<file path="src/rtl/fpa_pkg.sv">
package fpa_pkg;

    parameter int unsigned HALF_W = 16;
    parameter int unsigned DISP_W = 12;
    localparam int unsigned ADDR_W = 2 * HALF_W;
    localparam int unsigned BYTE_W = 8;

    typedef enum logic [1:0] {
        AM_PLAIN   = 2'd0,
        AM_POSTINC = 2'd1,
        AM_PREDEC  = 2'd2,
        AM_RSVD    = 2'd3
    } amode_e;

    typedef enum logic [1:0] {
        ST_IDLE = 2'd0,
        ST_REQ  = 2'd1,
        ST_DONE = 2'd2
    } seq_e;

    typedef struct packed {
        logic              store;
        logic              word;
        amode_e            mode;
        logic              disp;
        logic [HALF_W-1:0] hi;
        logic [HALF_W-1:0] base;
        logic [HALF_W-1:0] ptr;
        logic [DISP_W-1:0] imm;
        logic [HALF_W-1:0] wdata;
    } op_t;

    typedef struct packed {
        logic [ADDR_W-1:0] addr;
        logic [HALF_W-1:0] ptr_new;
        logic [HALF_W-1:0] base_new;
    } agen_t;

    function automatic logic [HALF_W-1:0] step_of(input logic word);
        return word ? HALF_W'(2) : HALF_W'(1);
    endfunction

    function automatic logic [ADDR_W-1:0] sext_disp(input logic [DISP_W-1:0] d);
        return {{(ADDR_W-DISP_W){d[DISP_W-1]}}, d};
    endfunction

endpackage

</file>
<file path="src/rtl/fpa_ptr_step.sv">
module fpa_ptr_step
    import fpa_pkg::*;
(
    input  logic [HALF_W-1:0] ptr,
    input  logic [HALF_W-1:0] base,
    input  logic              word,
    input  amode_e            mode,
    input  logic              disp,
    output logic [HALF_W-1:0] ptr_acc,
    output logic [HALF_W-1:0] base_acc,
    output logic [HALF_W-1:0] ptr_new,
    output logic [HALF_W-1:0] base_new
);
    logic [HALF_W-1:0] step;
    logic [HALF_W-1:0] inc_val;
    logic [HALF_W-1:0] dec_val;

    assign step    = step_of(word);
    assign inc_val = ptr + step;
    assign dec_val = ptr - step;

    always_comb begin
        ptr_acc  = ptr;
        base_acc = base;
        ptr_new  = ptr;
        base_new = base;
        unique case (mode)
            AM_POSTINC: begin
                ptr_new = inc_val;
                // zero test on the stepped pointer, not the adder carry
                if (disp && (inc_val == '0)) base_new = base + HALF_W'(1);
            end
            AM_PREDEC: begin
                ptr_acc = dec_val;
                ptr_new = dec_val;
                if (disp && (ptr == '0)) begin
                    base_acc = base - HALF_W'(1);
                    base_new = base - HALF_W'(1);
                end
            end
            default: ;
        endcase
    end
endmodule

</file>
<file path="src/rtl/fpa_addr_gen.sv">
module fpa_addr_gen
    import fpa_pkg::*;
(
    input  op_t   op,
    output agen_t gen
);
    logic [HALF_W-1:0] ptr_acc, base_acc, ptr_new, base_new;
    logic [ADDR_W-1:0] joined;
    logic [ADDR_W-1:0] offset;
    logic [ADDR_W-1:0] raw;

    fpa_ptr_step u_step (
        .ptr      (op.ptr),
        .base     (op.base),
        .word     (op.word),
        .mode     (op.mode),
        .disp     (op.disp),
        .ptr_acc  (ptr_acc),
        .base_acc (base_acc),
        .ptr_new  (ptr_new),
        .base_new (base_new)
    );

    assign joined = {(op.disp ? base_acc : op.hi), ptr_acc};
    assign offset = op.disp ? sext_disp(op.imm) : '0;
    assign raw    = joined + offset;

    always_comb begin
        gen.addr     = raw;
        gen.addr[0]  = raw[0] & ~op.word;
        gen.ptr_new  = ptr_new;
        gen.base_new = base_new;
    end
endmodule

</file>
<file path="src/rtl/fpa_seq.sv">
module fpa_seq
    import fpa_pkg::*;
(
    input  logic clk,
    input  logic rst,
    input  logic start,
    input  logic ack,
    output logic accept,
    output logic capture,
    output logic req,
    output logic fin,
    output logic busy
);
    seq_e state_q, state_d;

    always_comb begin
        state_d = state_q;
        unique case (state_q)
            ST_IDLE: if (start) state_d = ST_REQ;
            ST_REQ:  if (ack)   state_d = ST_DONE;
            ST_DONE:            state_d = ST_IDLE;
            default:            state_d = ST_IDLE;
        endcase
    end

    always_ff @(posedge clk) begin
        if (rst) state_q <= ST_IDLE;
        else     state_q <= state_d;
    end

    assign accept  = (state_q == ST_IDLE) && start;
    assign req     = (state_q == ST_REQ);
    assign capture = req && ack;
    assign fin     = (state_q == ST_DONE);
    assign busy    = (state_q != ST_IDLE);
endmodule

</file>
<file path="src/rtl/fpa_load_fmt.sv">
module fpa_load_fmt
    import fpa_pkg::*;
(
    input  logic              store,
    input  logic              word,
    input  logic [HALF_W-1:0] rdata,
    output logic [HALF_W-1:0] data
);
    always_comb begin
        if (store)     data = '0;
        else if (word) data = rdata;
        else           data = {{(HALF_W-BYTE_W){1'b0}}, rdata[BYTE_W-1:0]};
    end
endmodule

</file>
<file path="src/rtl/farptr_agu.sv">
module farptr_agu
    import fpa_pkg::*;
(
    input  logic                        clk,
    input  logic                        rst,
    input  logic                        op_valid,
    input  logic                        op_store,
    input  logic                        op_word,
    input  logic [1:0]                  op_mode,
    input  logic                        op_disp_form,
    input  logic [fpa_pkg::HALF_W-1:0]  hi_reg,
    input  logic [fpa_pkg::HALF_W-1:0]  base_reg,
    input  logic [fpa_pkg::HALF_W-1:0]  ptr_reg,
    input  logic [fpa_pkg::DISP_W-1:0]  imm12,
    input  logic [fpa_pkg::HALF_W-1:0]  store_data,
    output logic                        mem_req,
    output logic [fpa_pkg::ADDR_W-1:0]  mem_addr,
    output logic                        mem_word,
    output logic                        mem_we,
    output logic [fpa_pkg::HALF_W-1:0]  mem_wdata,
    input  logic                        mem_ack,
    input  logic [fpa_pkg::HALF_W-1:0]  mem_rdata,
    output logic                        done,
    output logic                        busy,
    output logic [fpa_pkg::HALF_W-1:0]  load_data,
    output logic [fpa_pkg::HALF_W-1:0]  new_ptr,
    output logic [fpa_pkg::HALF_W-1:0]  new_base
);
    op_t               op_in, op_q;
    agen_t             gen_d, gen_q;
    logic [HALF_W-1:0] fmt_data, load_q;
    logic              accept, capture;

    always_comb begin
        op_in.store = op_store;
        op_in.word  = op_word;
        op_in.mode  = amode_e'(op_mode);
        op_in.disp  = op_disp_form;
        op_in.hi    = hi_reg;
        op_in.base  = base_reg;
        op_in.ptr   = ptr_reg;
        op_in.imm   = imm12;
        op_in.wdata = store_data;
    end

    fpa_addr_gen u_gen (
        .op  (op_in),
        .gen (gen_d)
    );

    fpa_seq u_seq (
        .clk     (clk),
        .rst     (rst),
        .start   (op_valid),
        .ack     (mem_ack),
        .accept  (accept),
        .capture (capture),
        .req     (mem_req),
        .fin     (done),
        .busy    (busy)
    );

    fpa_load_fmt u_fmt (
        .store (op_q.store),
        .word  (op_q.word),
        .rdata (mem_rdata),
        .data  (fmt_data)
    );

    always_ff @(posedge clk) begin
        if (rst) begin
            op_q   <= '0;
            gen_q  <= '0;
            load_q <= '0;
        end else begin
            if (accept) begin
                op_q  <= op_in;
                gen_q <= gen_d;
            end
            if (capture) load_q <= fmt_data;
        end
    end

    assign mem_addr  = gen_q.addr;
    assign mem_word  = op_q.word;
    assign mem_we    = op_q.store;
    assign mem_wdata = op_q.word ? op_q.wdata
                                 : {{(HALF_W-BYTE_W){1'b0}}, op_q.wdata[BYTE_W-1:0]};
    assign load_data = load_q;
    assign new_ptr   = gen_q.ptr_new;
    assign new_base  = gen_q.base_new;
endmodule

</file>
<file path="config.mk">
export PLATFORM = sky130hd
export DESIGN_NAME = farptr_agu
export DESIGN_NICKNAME = d
export VERILOG_FILES = /design/src/rtl/fpa_pkg.sv /design/src/rtl/fpa_ptr_step.sv /design/src/rtl/fpa_addr_gen.sv /design/src/rtl/fpa_seq.sv /design/src/rtl/fpa_load_fmt.sv /design/src/rtl/farptr_agu.sv
export SDC_FILE = /design/constraint.sdc
export NUM_CORES = 1
export LEC_CHECK = 0
export BUFFER_PORTS_ARGS = -buffer_cell sky130_fd_sc_hd__buf_2
export CORE_MARGIN = 10
export CORE_UTILIZATION = 43
export CTS_CLUSTER_SIZE = 8
export DETAILED_ROUTE_END_ITERATION = 12
export GPL_TIMING_DRIVEN = 1
export PLACE_DENSITY = 0.67
export SLEW_MARGIN = 10
export SYNTH_ARGS = -nofsm -noshare
export SYNTH_HDL_FRONTEND = slang
export SYNTH_SLANG_ARGS = --single-unit
</file>
<file path="constraint.sdc">
create_clock -name clk -period 5.1 [get_ports clk]
set_input_delay 0 -clock clk [delete_from_list [all_inputs] [get_ports clk]]
set_output_delay 0 -clock clk [all_outputs]
set_load 0.01 [all_outputs]
</file>
== After elaboration in Yosys (flattened, before gate mapping) ==
Index checks and enable logic that the tools add are counted.
Widths: inputs -> output; s select.
Cells by class
  bitwise logic cells: 2
  $add $sub $neg: 5
  eq/ne operators: 6
  reductions and logical operators: 9
  mux-type cells: 15
Operators with widths (count)
  $mux 16: 8
  $pmux 16 s2: 2
  $add 32x32->32: 1
  $logic_not 16->1: 2
  $mux 32: 1
  $add 16x1->16 const B: 1
  $add 16x16->16: 1
  $sub 16x1->16 const B: 1
  $sub 16x16->16: 1
  $mux 2: 3
  $eq 2x1->1 const B: 2
  $eq 2x2->1 const B: 2
  $logic_and 1x1->1: 4
  $ne 2x2->1 const B: 2
  $pmux 2 s2: 1
  $logic_not 2->1: 1
  $reduce_and 2->1: 1
  $reduce_bool 2->1: 1
  $and 1x1->1: 1
  $not 1->1: 1
Word-level totals
  bits in registers: 100

== Depth between registers and ports, before layout ==
  depth in word-level cells: 7
  mapped depth: 20

== Cells and area by module ==
From an unflattened synthesis, not the netlist that was laid out.
Unflattened totals
  cells, all modules: 1195
  area, all modules: 9195.1 um^2
Modules (own cells, without submodules)
  farptr_agu: cells an instance 332, times used 1, seq. area each 1961.9 um^2, area each 3618.5 um^2
  fpa_ptr_step: cells an instance 465, times used 1, seq. area each 0.0 um^2, area each 2839.0 um^2
  fpa_addr_gen: cells an instance 370, times used 1, seq. area each 0.0 um^2, area each 2509.9 um^2
  fpa_load_fmt: cells an instance 17, times used 1, seq. area each 0.0 um^2, area each 131.4 um^2
  fpa_seq: cells an instance 11, times used 1, seq. area each 40.0 um^2, area each 96.3 um^2

== Worst setup path after synthesis ==
OpenSTA, ideal clock, no wires.
  path kind: input port to flip-flop
  start point: input op_word
  end point: register gen_q (netlist bit mem_addr[30])
  required time: 4980 ps
  slack: 780 ps
  library setup time: 120 ps
  arrival time: 4201 ps
  cell stages on the path: 19
  buffers on the path: 0
  cells stage by stage: inv_1 > ha_1 > a211oi_1 > nand2_1 > nor3_1 > nand2b_1 > nor4_1 > nand2_1 > xnor2_1 > ha_1 > a21oi_1 > o21ai_0 > a221o_1 > a2111oi_0 > a211oi_1 > nor3b_1 > o31a_1 > nor4_1 > a211o_1
Between the ends
  cells in the longest elaborated chain, start to end: 4
RTL lines
  from (decl): RTL line farptr_agu.sv:8  | input logic op_word,
  $mux 2: RTL line fpa_pkg.sv:40  | return word ? HALF_W'(2) : HALF_W'(1);
  $sub 16x16->16: RTL line fpa_ptr_step.sv:20  | assign dec_val = ptr - step;
  $mux 16: RTL line fpa_ptr_step.sv:27  | unique case (mode)
  $add 32x32->32: RTL line fpa_addr_gen.sv:26  | assign raw = joined + offset;
  to (signal assigned): RTL line farptr_agu.sv:78  | gen_q <= gen_d;
  to (decl): RTL line farptr_agu.sv:30  | agen_t gen_d, gen_q;
No other way between the ends.
A chain may end at the register's enable or synchronous reset.

== Worst setup path after layout ==
Same ends and word-level chain as after synthesis.

==> results.yml <==
logic_synthesis:
  synth_edf_count: 0
  syn_area_per_cell_um2: 7.415
  yosysSeqAreaShare_pct: 25.11
  syn_nets: 1218
  ys.flop_type: "dfxtp_1"
  ys_ff_latch: 100
  yosysWarnings: 0
  ys_types: 80
  syn_inst: 1075
  synthArstFlopShare_pct: 0
  synth_area_mm2: 0.007971
min_path:
  whs_path_depth: 3
  hold_path.class: "in -> reg"
  hold_end: "new_ptr[0]"
  worstHoldStart: "ptr_reg[0]"
finish:
  finalNetCount: 1393
  diodes: 0
  final_common_cell: "buf_2"
  layout_common_cells: "buf_2, nand2_1, nor2_1"
  instances_no_fill: 1484
  fin_util_pct: 53.50
  syn2layout_area_growth_pct: 21.38
  drive_above_1_share_pct: 22.63
global_routing:
  grt_pass1_wl_um: 41340
  overflow: 0
  grt_max_degree: 71
  grt_pass1_vias: 7970
  track_usage_pct: 20.37
  antenna_found_initial: 1
detailed_routing:
  firstDrtPassIters: 6
  antenna_left: 0
  vias_per_cell: 5.625
  drc: 0
  routed_wl_um: 26070
  routedWlPerCell_um: 17.57
  drt_iter0_markers: 603
  num_vias: 8348
timing:
  tightest_slew_ns: 1.178
  finalHoldViolations: 0
  final_max_slew_viol_count: 0
  finalCriticalPeriod_ns: 4.708
  setup_violations: 0
  period_share_pct: 92.31
  rsz0062_at_grt: "no"
  hold_slack_ns: 0.05256
  worst_slack_ns: 0.3921
  max-slew-margin-rel_pct: 21.47
  finClkSkew_ns: 0.007597
  finalSetupTns_ns: 0
  fmax_mhz: 212.4
critical_path:
  reg2reg_from: "u_seq.state_q[1]"
  worstPathArrival_ns: 4.95
  critPathKind: "in -> reg"
  cp-start-kind: "input port"
  crit_fanout: 7
  cp-end-kind: "register"
  reg2reg_to: "new_base[6]"
  reg2reg_slack_ns: 2.77
  r2r_cells: 6
  cp_data_required_time_ns: 5.34
pwr:
  leakagePower_uw: 0.004143
  swShare_pct: 35.34
  p_per_area_mw_per_mm2: 237.2
  pwr-share-comb_pct: 32.1
  switching_power_uw: 811.2
  p_int_uw: 1484
  ir_drop_mv: 0.1527
  p_clk_share_pct: 29.8
  p_seq_share_pct: 38.2
placement:
  finalWeightedCongestion: 0.9365
  dp_hpwl_um: 19410
  port_buffers: 201
  dp.cells: 1429
  dp_slack_ns: 0.3431
die:
  die-area_mm2: 0.02438
  rows: 49
  core_area_mm2: 0.01809
  die_h_um: 156.2
  floorplan.initialDensity_pct: 44.07
  ios: 202
  die_w_um: 156.2
outcome:
  status: "finished, final reports clean"
run:
  cap_violations: 0
clock_tree:
  cts_max_level: 3
  clk_pin_slew_ns: 0.08
  clkSinkCount: 100
  cts.path.max_buffers: 2
  root_buffer: "clkbuf_16"
  cts_tree: "yes"
  insertion_delay_ns: 0.35
  numCtsBuffers: 9
## metal layers
layer | vias to the layer above | routed length (um) | share of wire (%) | track usage (%)
met5 | - | 0 | 0 | 0
met4 | 0 | 541 | 2.1 | 6.157
met3 | 33 | 1577 | 6.0 | 3.888
met2 | 255 | 11630 | 45 | 32.95
met1 | 3833 | 12330 | 47 | 26.84
li1 | 4227 | - | - | -
## what timing repair did
| item | CTS | global route |
|---|---|---|
| setup buffers | 0 | 0 |
| endpoints found under the setup margin | 0 | 8 |
| hold endpoints to repair | 40 | 0 |
| hold buffers | 39 | 0 |
| gates resized for setup | 0 | 10 |
## area by class of cell
class / count / area [um^2]
Clock buffer: 9 / 225.2
Clock inverter: 7 / 60.06
Fill cell: 1768 / 8411
Inverter: 24 / 90.09
Multi-Input combinational cell: 862 / 5518
Sequential cell: 100 / 2002
Tap cell: 229 / 286.5
Timing Repair Buffer: 253 / 1494
## cells by family after synthesis
kind of cell             synth area share [%]
AND/OR/NAND/NOR                         27.23
AO/OA/AOI/OAI                           24.17
XOR/XNOR                                6.153
multiplexers                            4.285
adder cells (fa/ha/maj)                 6.875
buffers and inverters                   6.169
flip-flops                              25.11
## registers in the layout (all words and copies together), names as in the netlist
register       flops
mem_we             1
op_q              16
new_ptr           16
mem_word           1
u_seq.state_q      2
new_base          16
load_data         16
mem_addr          32
## per-stage QoR
step                      total power [uW]  instance area [um^2]
after floorplan                       1375                  7971
after global routing                  2433                  9676
after global placement                1595                  8967
final                                 2295                  9676
after CTS                             2316                  9643
after detailed placement              1599                  8967
## critical path, cell delays in order
cell	delay, ns
dlygate4sd3_1	0.55
buf_2	0.18
inv_2	0.12
ha_1	0.15
inv_1	0.06
fa_1	0.41
nor2_1	0.21
and3_1	0.25
nand2_1	0.15
nor3_4	0.22
nand3_1	0.12
xnor2_1	0.14
ha_1	0.37
and3_1	0.21
a221o_1	0.34
a2111oi_1	0.41
buf_4	0.19
a211oi_1	0.09
nor3b_1	0.27
o31a_1	0.19
nor4_1	0.05
a211o_1	0.25
## worst max-delay path by stage
stage | start | endpoint | slack [ns] | cells past startpoint
2_1_floorplan | op_word | mem_addr[30] | 0.78 | 19
3_3_place_gp | op_word | mem_addr[29] | 0.45 | 21
3_5_place_dp | op_word | mem_addr[29] | 0.34 | 21
4_1_cts | op_word | mem_addr[29] | 0.14 | 22
5_1_grt | op_word | mem_addr[30] | 0.006 | 22
6_report | op_word | mem_addr[30] | 0.39 | 22
## cells in the mapped netlist (17+ instances only)
library cell | number | share of area (%)
inv_1 | 24 | 1.1
o21ai_0 | 31 | 1.9
xnor2_1 | 42 | 4.6
mux2_2 | 24 | 3.4
ha_1 | 39 | 6.1
dfxtp_1 | 100 | 25
nor2_1 | 110 | 5.2
a21oi_1 | 103 | 6.5
a211oi_1 | 34 | 3.2
nor3_1 | 34 | 2.1
nand2_1 | 151 | 7.1
clkbuf_1 | 59 | 2.8
and2_1 | 27 | 2.1
nand3_1 | 28 | 1.8
a22o_1 | 17 | 1.9
## power by group through the flow
stage | Combinational (uW) | Clock (uW) | Sequential (uW)
finish | 736 | 683 | 876
global placement | 704 | 0 | 891
CTS | 732 | 707 | 876
detailed placement | 705 | 0 | 894
floorplan | 458 | 0 | 917
global route | 817 | 732 | 884
Note: power is estimated with default switching activity, not from simulation.
